===== config.mk =====
export PLATFORM = sky130hd
export DESIGN_NAME = bus_cmd_engine
export DESIGN_NICKNAME = d
export VERILOG_FILES = /design/src/rtl/bce_pkg.sv /design/src/rtl/bce_fifo.sv /design/src/rtl/bce_engine.sv /design/src/rtl/bce_irq.sv /design/src/rtl/bus_cmd_engine.sv
export SDC_FILE = /design/constraint.sdc
export NUM_CORES = 1
export LEC_CHECK = 0
export BUFFER_PORTS_ARGS = -buffer_cell sky130_fd_sc_hd__buf_2
export CORE_MARGIN = 2
export CORE_UTILIZATION = 35
export CTS_BUF_LIST = sky130_fd_sc_hd__clkbuf_8
export CTS_CLUSTER_SIZE = 40
export DETAILED_ROUTE_END_ITERATION = 16
export PLACE_DENSITY = 0.57
export SLEW_MARGIN = 5
export SYNTH_ARGS = -nofsm -noshare
export SYNTH_HDL_FRONTEND = slang
export SYNTH_SLANG_ARGS = --single-unit

===== constraint.sdc =====
create_clock -name clk -period 5.26 [get_ports clk]
set_clock_uncertainty 0.15 [all_clocks]
set_input_delay 0.263 -clock clk [delete_from_list [all_inputs] [get_ports clk]]
set_output_delay 0.263 -clock clk [all_outputs]
set_load 0.01 [all_outputs]

===== src/rtl/bce_pkg.sv =====
// Shared definitions for the bus command engine: register offsets,
// status bit positions and the queued command record.
package bce_pkg;
    localparam int STAT_W      = 17;
    localparam int MAX_RD_LEN  = 15;
    localparam logic [3:0] SPECIAL_ID = 4'hF;

    localparam logic [3:0] OFS_CMD_WR  = 4'h0;
    localparam logic [3:0] OFS_CMD_RD  = 4'h1;
    localparam logic [3:0] OFS_CTRL    = 4'h2;
    localparam logic [3:0] OFS_RETRY   = 4'h3;
    localparam logic [3:0] OFS_STATUS  = 4'h4;
    localparam logic [3:0] OFS_MASK    = 4'h5;
    localparam logic [3:0] OFS_CLEAR   = 4'h6;
    localparam logic [3:0] OFS_RDFIFO  = 4'h7;
    localparam logic [3:0] OFS_DEVSTAT = 4'h8;

    localparam int BIT_ATTACH  = 1;
    localparam int BIT_ENUMCHG = 2;
    localparam int BIT_ERROR   = 7;
    localparam int BIT_SPECIAL = 10;

    typedef struct packed {
        logic        is_rd;
        logic [7:0]  dat;
        logic [3:0]  dev;
        logic [3:0]  id;
        logic [15:0] addr;
    } cmd_t;
endpackage


===== src/rtl/bce_fifo.sv =====
// Generic synchronous FIFO used for the command queue and the read data.
// Assumes DEPTH is a power of two and that the caller never pushes when
// full nor pops when empty. Flush empties it in one cycle.
module bce_fifo #(
    parameter int W     = 8,
    parameter int DEPTH = 8
) (
    input  logic         clk,
    input  logic         rst_n,
    input  logic         flush,
    input  logic         push,
    input  logic [W-1:0] din,
    input  logic         pop,
    output logic [W-1:0] dout,
    output logic         full,
    output logic         empty
);
    localparam int PTR_W = $clog2(DEPTH);
    localparam int CNT_W = PTR_W + 1;

    logic [W-1:0]     mem [DEPTH];
    logic [PTR_W-1:0] wp, rp;
    logic [CNT_W-1:0] cnt;

    assign full  = (cnt == CNT_W'(DEPTH));
    assign empty = (cnt == '0);
    assign dout  = mem[rp];

    // Storage write on push.
    always_ff @(posedge clk) begin
        if (push) mem[wp] <= din;
    end

    // Pointer and occupancy tracking.
    always_ff @(posedge clk) begin
        if (!rst_n || flush) begin
            wp  <= '0;
            rp  <= '0;
            cnt <= '0;
        end else begin
            if (push) wp <= wp + 1'b1;
            if (pop)  rp <= rp + 1'b1;
            cnt <= cnt + CNT_W'(push) - CNT_W'(pop);
        end
    end

    AST_NO_OVERFLOW: assert property (@(posedge clk) disable iff (!rst_n)
        (push && !flush) |-> !full);
    AST_NO_UNDERFLOW: assert property (@(posedge clk) disable iff (!rst_n)
        (pop && !flush) |-> !empty);
endmodule


===== src/rtl/bce_engine.sv =====
// Command execution engine. Pops one command at a time and splits it into
// single-byte device transactions, retries failed ones, pushes read bytes
// to the read FIFO and halts on an exhausted retry until flushed.
// Assumes read lengths were limited to MAX_RD_LEN before queueing.
module bce_engine
    import bce_pkg::*;
#(
    parameter int RETRY_W = 4
) (
    input  logic               clk,
    input  logic               rst_n,
    input  logic               flush,
    input  logic [RETRY_W-1:0] retry_lim,
    input  logic               cmd_valid,
    input  cmd_t               cmd_head,
    output logic               cmd_pop,
    input  logic               rdf_full,
    output logic               rdf_push,
    output logic [7:0]         rdf_data,
    output logic               req_valid,
    output logic               req_write,
    output logic [3:0]         req_dev,
    output logic [15:0]        req_addr,
    output logic [7:0]         req_wdata,
    input  logic               rsp_valid,
    input  logic               rsp_ok,
    input  logic [7:0]         rsp_data,
    output logic               done_special,
    output logic               cmd_fail
);
    typedef enum logic [1:0] {ST_IDLE, ST_XFER, ST_HALT} st_t;

    st_t                state;
    cmd_t               cur;
    logic [3:0]         left;
    logic [RETRY_W-1:0] tries;
    logic               hit;

    assign cmd_pop   = (state == ST_IDLE) && cmd_valid && !flush;
    assign req_valid = (state == ST_XFER) && !(cur.is_rd && rdf_full);
    assign req_write = !cur.is_rd;
    assign req_dev   = cur.dev;
    assign req_addr  = cur.addr;
    assign req_wdata = cur.dat;
    assign hit       = req_valid && rsp_valid;
    assign rdf_push  = hit && rsp_ok && cur.is_rd && !flush;
    assign rdf_data  = rsp_data;

    // Command sequencing, retry accounting and completion pulses.
    always_ff @(posedge clk) begin
        if (!rst_n) begin
            state        <= ST_IDLE;
            cur          <= '0;
            left         <= '0;
            tries        <= '0;
            done_special <= 1'b0;
            cmd_fail     <= 1'b0;
        end else begin
            done_special <= 1'b0;
            cmd_fail     <= 1'b0;
            if (flush) begin
                state <= ST_IDLE;
            end else begin
                case (state)
                    ST_IDLE: if (cmd_valid) begin
                        cur   <= cmd_head;
                        tries <= retry_lim;
                        left  <= cmd_head.is_rd ? cmd_head.dat[3:0] : 4'd1;
                        if (cmd_head.is_rd && cmd_head.dat[3:0] == 4'd0)
                            done_special <= (cmd_head.id == SPECIAL_ID);
                        else
                            state <= ST_XFER;
                    end
                    ST_XFER: if (hit) begin
                        if (rsp_ok) begin
                            cur.addr <= cur.addr + 16'd1;
                            tries    <= retry_lim;
                            left     <= left - 4'd1;
                            if (left == 4'd1) begin
                                done_special <= (cur.id == SPECIAL_ID);
                                state        <= ST_IDLE;
                            end
                        end else if (tries == '0) begin
                            cmd_fail <= 1'b1;
                            state    <= ST_HALT;
                        end else begin
                            tries <= tries - 1'b1;
                        end
                    end
                    default: state <= ST_HALT;
                endcase
            end
        end
    end

    AST_REQ_HOLD: assert property (@(posedge clk) disable iff (!rst_n)
        (req_valid && !rsp_valid && !flush) |=> ($stable(req_addr) && $stable(req_dev)));
    AST_HALT_QUIET: assert property (@(posedge clk) disable iff (!rst_n)
        (state == ST_HALT) |-> (!req_valid && !cmd_pop));
    AST_RD_ASCEND: assert property (@(posedge clk) disable iff (!rst_n)
        rdf_push |=> (req_addr == $past(req_addr) + 16'd1));
    AST_FAIL_HALTS: assert property (@(posedge clk) disable iff (!rst_n)
        (cmd_fail && !flush) |-> (state == ST_HALT));
endmodule


===== src/rtl/bce_irq.sv =====
// Sticky interrupt status with write-1-to-clear, mask register and level
// interrupt. An event arriving in the cycle of a clear keeps its bit set.
module bce_irq #(
    parameter int W = 17
) (
    input  logic         clk,
    input  logic         rst_n,
    input  logic [W-1:0] set_ev,
    input  logic         clr_wr,
    input  logic [W-1:0] clr_bits,
    input  logic         mask_wr,
    input  logic [W-1:0] mask_bits,
    output logic [W-1:0] status,
    output logic [W-1:0] mask,
    output logic         irq
);
    // Status accumulation and clearing.
    always_ff @(posedge clk) begin
        if (!rst_n) status <= '0;
        else        status <= (status & ~(clr_wr ? clr_bits : '0)) | set_ev;
    end

    // Mask register.
    always_ff @(posedge clk) begin
        if (!rst_n)       mask <= '0;
        else if (mask_wr) mask <= mask_bits;
    end

    assign irq = |(status & mask);

    AST_W1C: assert property (@(posedge clk) disable iff (!rst_n)
        (clr_wr && ((clr_bits & set_ev) == '0)) |=> ((status & $past(clr_bits)) == '0));
    AST_EVT_STICKS: assert property (@(posedge clk) disable iff (!rst_n)
        (|set_ev) |=> ((status & $past(set_ev)) == $past(set_ev)));
    AST_IRQ_QUIET: assert property (@(posedge clk) disable iff (!rst_n)
        (mask == '0) |-> !irq);
endmodule


===== src/rtl/bus_cmd_engine.sv =====
// Top of the bus command engine: host register decode, command queue,
// read data FIFO, execution engine and interrupt status. Host reads are
// combinational; a read of the read-FIFO offset pops one byte.
module bus_cmd_engine
    import bce_pkg::*;
#(
    parameter int QDEPTH    = 8,
    parameter int RDDEPTH   = 16,
    parameter int RETRY_W   = 4,
    parameter int RETRY_DEF = 7,
    parameter int NDEV      = 16
) (
    input  logic        clk,
    input  logic        rst_n,
    input  logic        host_wr,
    input  logic        host_rd,
    input  logic [3:0]  host_addr,
    input  logic [31:0] host_wdata,
    output logic [31:0] host_rdata,
    output logic        dev_req_valid,
    output logic        dev_req_write,
    output logic [3:0]  dev_req_dev,
    output logic [15:0] dev_req_addr,
    output logic [7:0]  dev_req_wdata,
    input  logic        dev_rsp_valid,
    input  logic        dev_rsp_ok,
    input  logic [7:0]  dev_rsp_data,
    input  logic        attach_evt,
    input  logic        enum_chg_evt,
    input  logic [2*NDEV-1:0] dev_status,
    output logic        irq
);
    localparam int CMD_W = $bits(cmd_t);

    logic               wr_cmd, rd_cmd, len_bad, want_push;
    logic               q_push, q_pop, q_full, q_empty;
    logic               flush, drop_ev, reject_ev;
    logic [CMD_W-1:0]   q_dout;
    cmd_t               q_din, q_head;
    logic               rdf_push, rdf_pop, rdf_full, rdf_empty;
    logic [7:0]         rdf_din, rdf_dout;
    logic [RETRY_W-1:0] retry_q;
    logic               done_special, cmd_fail;
    logic [STAT_W-1:0]  set_ev, status, mask;

    assign wr_cmd    = host_wr && (host_addr == OFS_CMD_WR);
    assign rd_cmd    = host_wr && (host_addr == OFS_CMD_RD);
    assign len_bad   = (host_wdata[31:24] > 8'(MAX_RD_LEN));
    assign want_push = wr_cmd || (rd_cmd && !len_bad);
    assign q_push    = want_push && !q_full;
    assign drop_ev   = want_push && q_full;
    assign reject_ev = rd_cmd && len_bad;
    assign flush     = host_wr && (host_addr == OFS_CTRL) && host_wdata[0];
    assign rdf_pop   = host_rd && (host_addr == OFS_RDFIFO) && !rdf_empty;

    assign q_din  = '{is_rd: rd_cmd, dat: host_wdata[31:24], dev: host_wdata[23:20],
                      id: host_wdata[19:16], addr: host_wdata[15:0]};
    assign q_head = cmd_t'(q_dout);

    // Retry count register.
    always_ff @(posedge clk) begin
        if (!rst_n)
            retry_q <= RETRY_W'(RETRY_DEF);
        else if (host_wr && host_addr == OFS_RETRY)
            retry_q <= host_wdata[RETRY_W-1:0];
    end

    // Event vector feeding the status register.
    always_comb begin
        set_ev              = '0;
        set_ev[BIT_ATTACH]  = attach_evt;
        set_ev[BIT_ENUMCHG] = enum_chg_evt;
        set_ev[BIT_ERROR]   = cmd_fail || drop_ev || reject_ev;
        set_ev[BIT_SPECIAL] = done_special;
    end

    // Host read data selection.
    always_comb begin
        case (host_addr)
            OFS_RETRY:   host_rdata = 32'(retry_q);
            OFS_STATUS:  host_rdata = 32'(status);
            OFS_MASK:    host_rdata = 32'(mask);
            OFS_RDFIFO:  host_rdata = rdf_empty ? 32'd0 : 32'(rdf_dout);
            OFS_DEVSTAT: host_rdata = 32'(dev_status);
            default:     host_rdata = 32'd0;
        endcase
    end

    bce_fifo #(.W(CMD_W), .DEPTH(QDEPTH)) u_cmdq (
        .clk(clk), .rst_n(rst_n), .flush(flush),
        .push(q_push), .din(q_din), .pop(q_pop),
        .dout(q_dout), .full(q_full), .empty(q_empty)
    );

    bce_fifo #(.W(8), .DEPTH(RDDEPTH)) u_rdf (
        .clk(clk), .rst_n(rst_n), .flush(flush),
        .push(rdf_push), .din(rdf_din), .pop(rdf_pop),
        .dout(rdf_dout), .full(rdf_full), .empty(rdf_empty)
    );

    bce_engine #(.RETRY_W(RETRY_W)) u_eng (
        .clk(clk), .rst_n(rst_n), .flush(flush), .retry_lim(retry_q),
        .cmd_valid(!q_empty), .cmd_head(q_head), .cmd_pop(q_pop),
        .rdf_full(rdf_full), .rdf_push(rdf_push), .rdf_data(rdf_din),
        .req_valid(dev_req_valid), .req_write(dev_req_write),
        .req_dev(dev_req_dev), .req_addr(dev_req_addr), .req_wdata(dev_req_wdata),
        .rsp_valid(dev_rsp_valid), .rsp_ok(dev_rsp_ok), .rsp_data(dev_rsp_data),
        .done_special(done_special), .cmd_fail(cmd_fail)
    );

    bce_irq #(.W(STAT_W)) u_irq (
        .clk(clk), .rst_n(rst_n), .set_ev(set_ev),
        .clr_wr(host_wr && host_addr == OFS_CLEAR), .clr_bits(host_wdata[STAT_W-1:0]),
        .mask_wr(host_wr && host_addr == OFS_MASK), .mask_bits(host_wdata[STAT_W-1:0]),
        .status(status), .mask(mask), .irq(irq)
    );

    AST_REJECT_NOQ: assert property (@(posedge clk) disable iff (!rst_n)
        reject_ev |-> !q_push);
    AST_FULL_DROP: assert property (@(posedge clk) disable iff (!rst_n)
        drop_ev |=> status[BIT_ERROR]);
endmodule


==> impl_metrics.yaml <==
status:
  outcome: "finished, final reports clean"
clock_network:
  cts.htree.levels: 3
  cts_tree: "built"
  clkSlewWorstSetupHoldPaths_ns: 0.06
  cts-root-to-sink-buffers: 3
  clkLatencyLatePin_ns: 0.66
  ctsRootBufferMaster: "clkbuf_8"
  numClockSinks: 505
  clock_buffers_created_by_tritoncts: 85
  post-cts-setup-buffers: 0
routing:
  drt-wirelength-per-cell_um: 21.7
  num_vias: 12234
  viasPerCell: 5.15
  drt.antenna.violating_nets: 0
  routed_wl_um: 51500
  dr.first_iter.drc_count: 1067
  drt_pre_antenna_iters: 8
  route.detailed.drc: 0
sta:
  hold_viol: 0
  fmax_mhz: 267
  setup_ws_ns: 1.52
  number_of_pins_with_negative_max_slew_slack_in_the_final_report: 0
  worst_slew_pin_slew_ns: 1.19
  timing.final.crit_share_pct: 71.2
  grt_setup_unrepaired: "no"
  timing.final.crit_period_ns: 3.74
  worst_rel_slew_slack_pct: 20.6
  totalNegativeSetupSlack_ns: 0
  setup_viol: 0
worst_setup_path:
  kind_of_capture_point_of_the_worst_setup_path: "primary output"
  required_ns: 4.85
  worst-endpoint-arrival_ns: 3.33
  critical_path_class: "register to primary output"
  worst_path_cell_trace: "buf_4 > mux4_2 > mux4_2 > a221o_1 > buf_2"
  worst_path_most_repeated_cell: "mux4_2"
  cpLargestDelayFamily: "multiplexers"
  critical_path.max_stage_delay_ns: 0.75
  crit_path_max_fanout: 19
  worstSetupStartpointType: "register"
  cp_num_buf_inv: 2
  critical-path-slowest-cell: "dfxtp_2"
synthesis:
  synth-main-ff-cell: "edfxtp_1"
  synth_top_cells_by_area: "edfxtp_1, dfxtp_1, mux4_2, nand2_1, a21oi_1"
  postSynthRegisterBits: 505
  mapped_cells: 1315
  synth_warn: 0
  synthMuxAreaShare_pct: 13.4
  synth_seq_area_share_pct: 68.0
  synth_nets: 1424
  synthesis.area_per_instance_um2: 15.7
  synth-compound-area-share_pct: 5.83
  yosys.cell_count.top_type: "edfxtp_1"
  synth_top_cell_area_share_pct: 57.0
  synth_cell_types: 65
  synthXorXnorAreaFrac_pct: 0.594
  yosysTopAreaCell: "edfxtp_1"
  synthesis.area_um2: 20600
  async_flop_share_pct: 0
  synth_simple_gate_area_share_pct: 7.17
  synth_edf_count: 392
  synthTopCellsByCount: "edfxtp_1, nand2_1, dfxtp_1"
  synth_fa_ha_area_share_pct: 1.59
  largest_family_of_logic_cells_by_synthesized_area: "multiplexers"
cells_and_area:
  area_growth_syn_to_layout_pct: 17.4
  design_area_um2: 24200
  drive_gt1_share_pct: 26.1
  nets: 1637
power:
  total_leakage_power_nw: 8.31
  power.ir.vdd_worst_v: 0.000213
  power.density_nw_per_um2: 409
grt:
  global_route.overflow_total: 0
  grt_total_usage_pct: 16.8
  grt_antenna_before_repair: 4
  global_route_wire_length_before_repair_um: 76100
  grt_start_max_net_pins: 44
  grt_pass1_vias: 12137
place:
  place_area_um2: 22100
  detailedPlacementHpwl_um: 33100
  gp_congestion: 0.819
  placement.io_buffers: 146
  post-place-ws_ns: 1.57
die:
  start_util_pct: 35.2
  core_area_um2: 58700
  horizontal_die_dimension_um: 247
  pin_count: 147
  die_h_um: 247
  die-area_um2: 60900
  placement_rows: 89
job:
  maxCapViolations: 0
min_path:
  hold_path_class: "input pin to register"
==> final timing paths <==
path | startpoint | to | slack (ns) | cells after the start
max | register | host_rdata[1] | 1.52 | 5
min | host_addr[0] | u_cmdq.mem[3][32]$_DFFE_PP_ | 0.10 | 2
max reg2reg | u_rdf.cnt[2]$_SDFF_PP0_ | u_rdf.cnt[4]$_SDFF_PP0_ | 1.71 | 15
min reg2reg | u_eng.done_special$_SDFF_PP0_ | u_irq.status[10]$_SDFF_PN0_ | 0.29 | 2
==> metrics by stage <==
step,cells,util [%],hold slack (ns),power [mW]
6_report,2375,41.3,0.102,9.90
5_1_grt,2375,41.3,0.0871,10.4
4_1_cts,2373,41.3,0.0426,10.0
3_5_place_dp,2164,37.6,0.291,6.66
3_3_place_gp,2164,37.6,0.280,6.63
2_1_floorplan,1315,-,0.200,6.18
==> layout make-up <==
| class | count | area (um^2) |
|---|---|---|
| antenna | 2 | 5.00 |
| clock inverter | 63 | 310 |
| fill | 5329 | 34500 |
| sequential | 505 | 14000 |
| tap | 773 | 967 |
| inverter | 37 | 139 |
| timing repair buffer | 227 | 1480 |
| multi-input combinational | 672 | 5960 |
| clock buffer | 96 | 1320 |
==> worst register-to-register path: stages (launching register included) <==
cell	delay, ns
dfxtp_1	0.31
inv_1	0.07
ha_1	0.15
or3b_2	0.50
o2111a_1	0.45
nand2_1	0.25
inv_1	0.07
ha_1	0.27
inv_1	0.04
ha_1	0.22
fa_1	0.44
a21oi_1	0.15
nor2_1	0.05
nor2_1	0.11
xnor2_1	0.13
nor2_1	0.05
==> logic make-up after synthesis <==
kind of cell    after synthesis
simple gates                313
compound gates              180
mux                         140
buf+inv                     138
xor+xnor                     14
flops                       505
fa+ha+maj                    25
==> flip-flops by register name (all words and copies together) (netlist names), 4 cells and up, named ones only <==
signal and cells:
u_eng.req_addr 16, u_eng.req_wdata 8, u_eng.req_dev 4, u_irq.mask 17, u_rdf.cnt 5, retry_q 4
u_eng.cur 5, u_cmdq.mem 264, u_rdf.mem 128, u_cmdq.cnt 4, u_rdf.rp 4, u_eng.tries 4
u_rdf.wp 4, u_eng.left 4, u_irq.status 17
==> placed cells by master (no fill, tap or decap), types with 23 or more instances in the layout <==
cell type | netlist | routed
clkbuf_8 | 0 | 96
edfxtp_1 | 392 | 392
nand2_1 | 117 | 117
a21oi_1 | 69 | 69
ha_1 | 23 | 23
inv_1 | 35 | 67
buf_2 | 21 | 146
dlygate4sd3_1 | 0 | 50
mux4_2 | 100 | 100
dfxtp_1 | 113 | 109
buf_4 | 34 | 30
mux2i_1 | 28 | 28
nor2_1 | 72 | 71
==> metal layers <==
layer  GRT usage (%)  routed length (um)  vias up
li1                -                   -     5530
met1            21.7               21700     6207
met2            28.3               25500      408
met3            3.70                3180       85
met4            5.32                1120        4
met5               0                  26        -
==> report_power, final <==
| part | internal [mW] | switching, mW | leakage, nW |
|---|---|---|---|
| Sequential | 4.48 | 0.225 | 4.46 |
| Clock | 1.69 | 1.61 | 0.958 |
| Combinational | 0.829 | 1.06 | 2.89 |
==> what timing repair did <==
item | CTS | global route
endpoints found under the setup margin | 0 | 0
hold buffers | 50 | 0
endpoints found under the hold margin | 436 | 0
gates resized for setup | 0 | 0
Power figures use the tool's default switching activity.
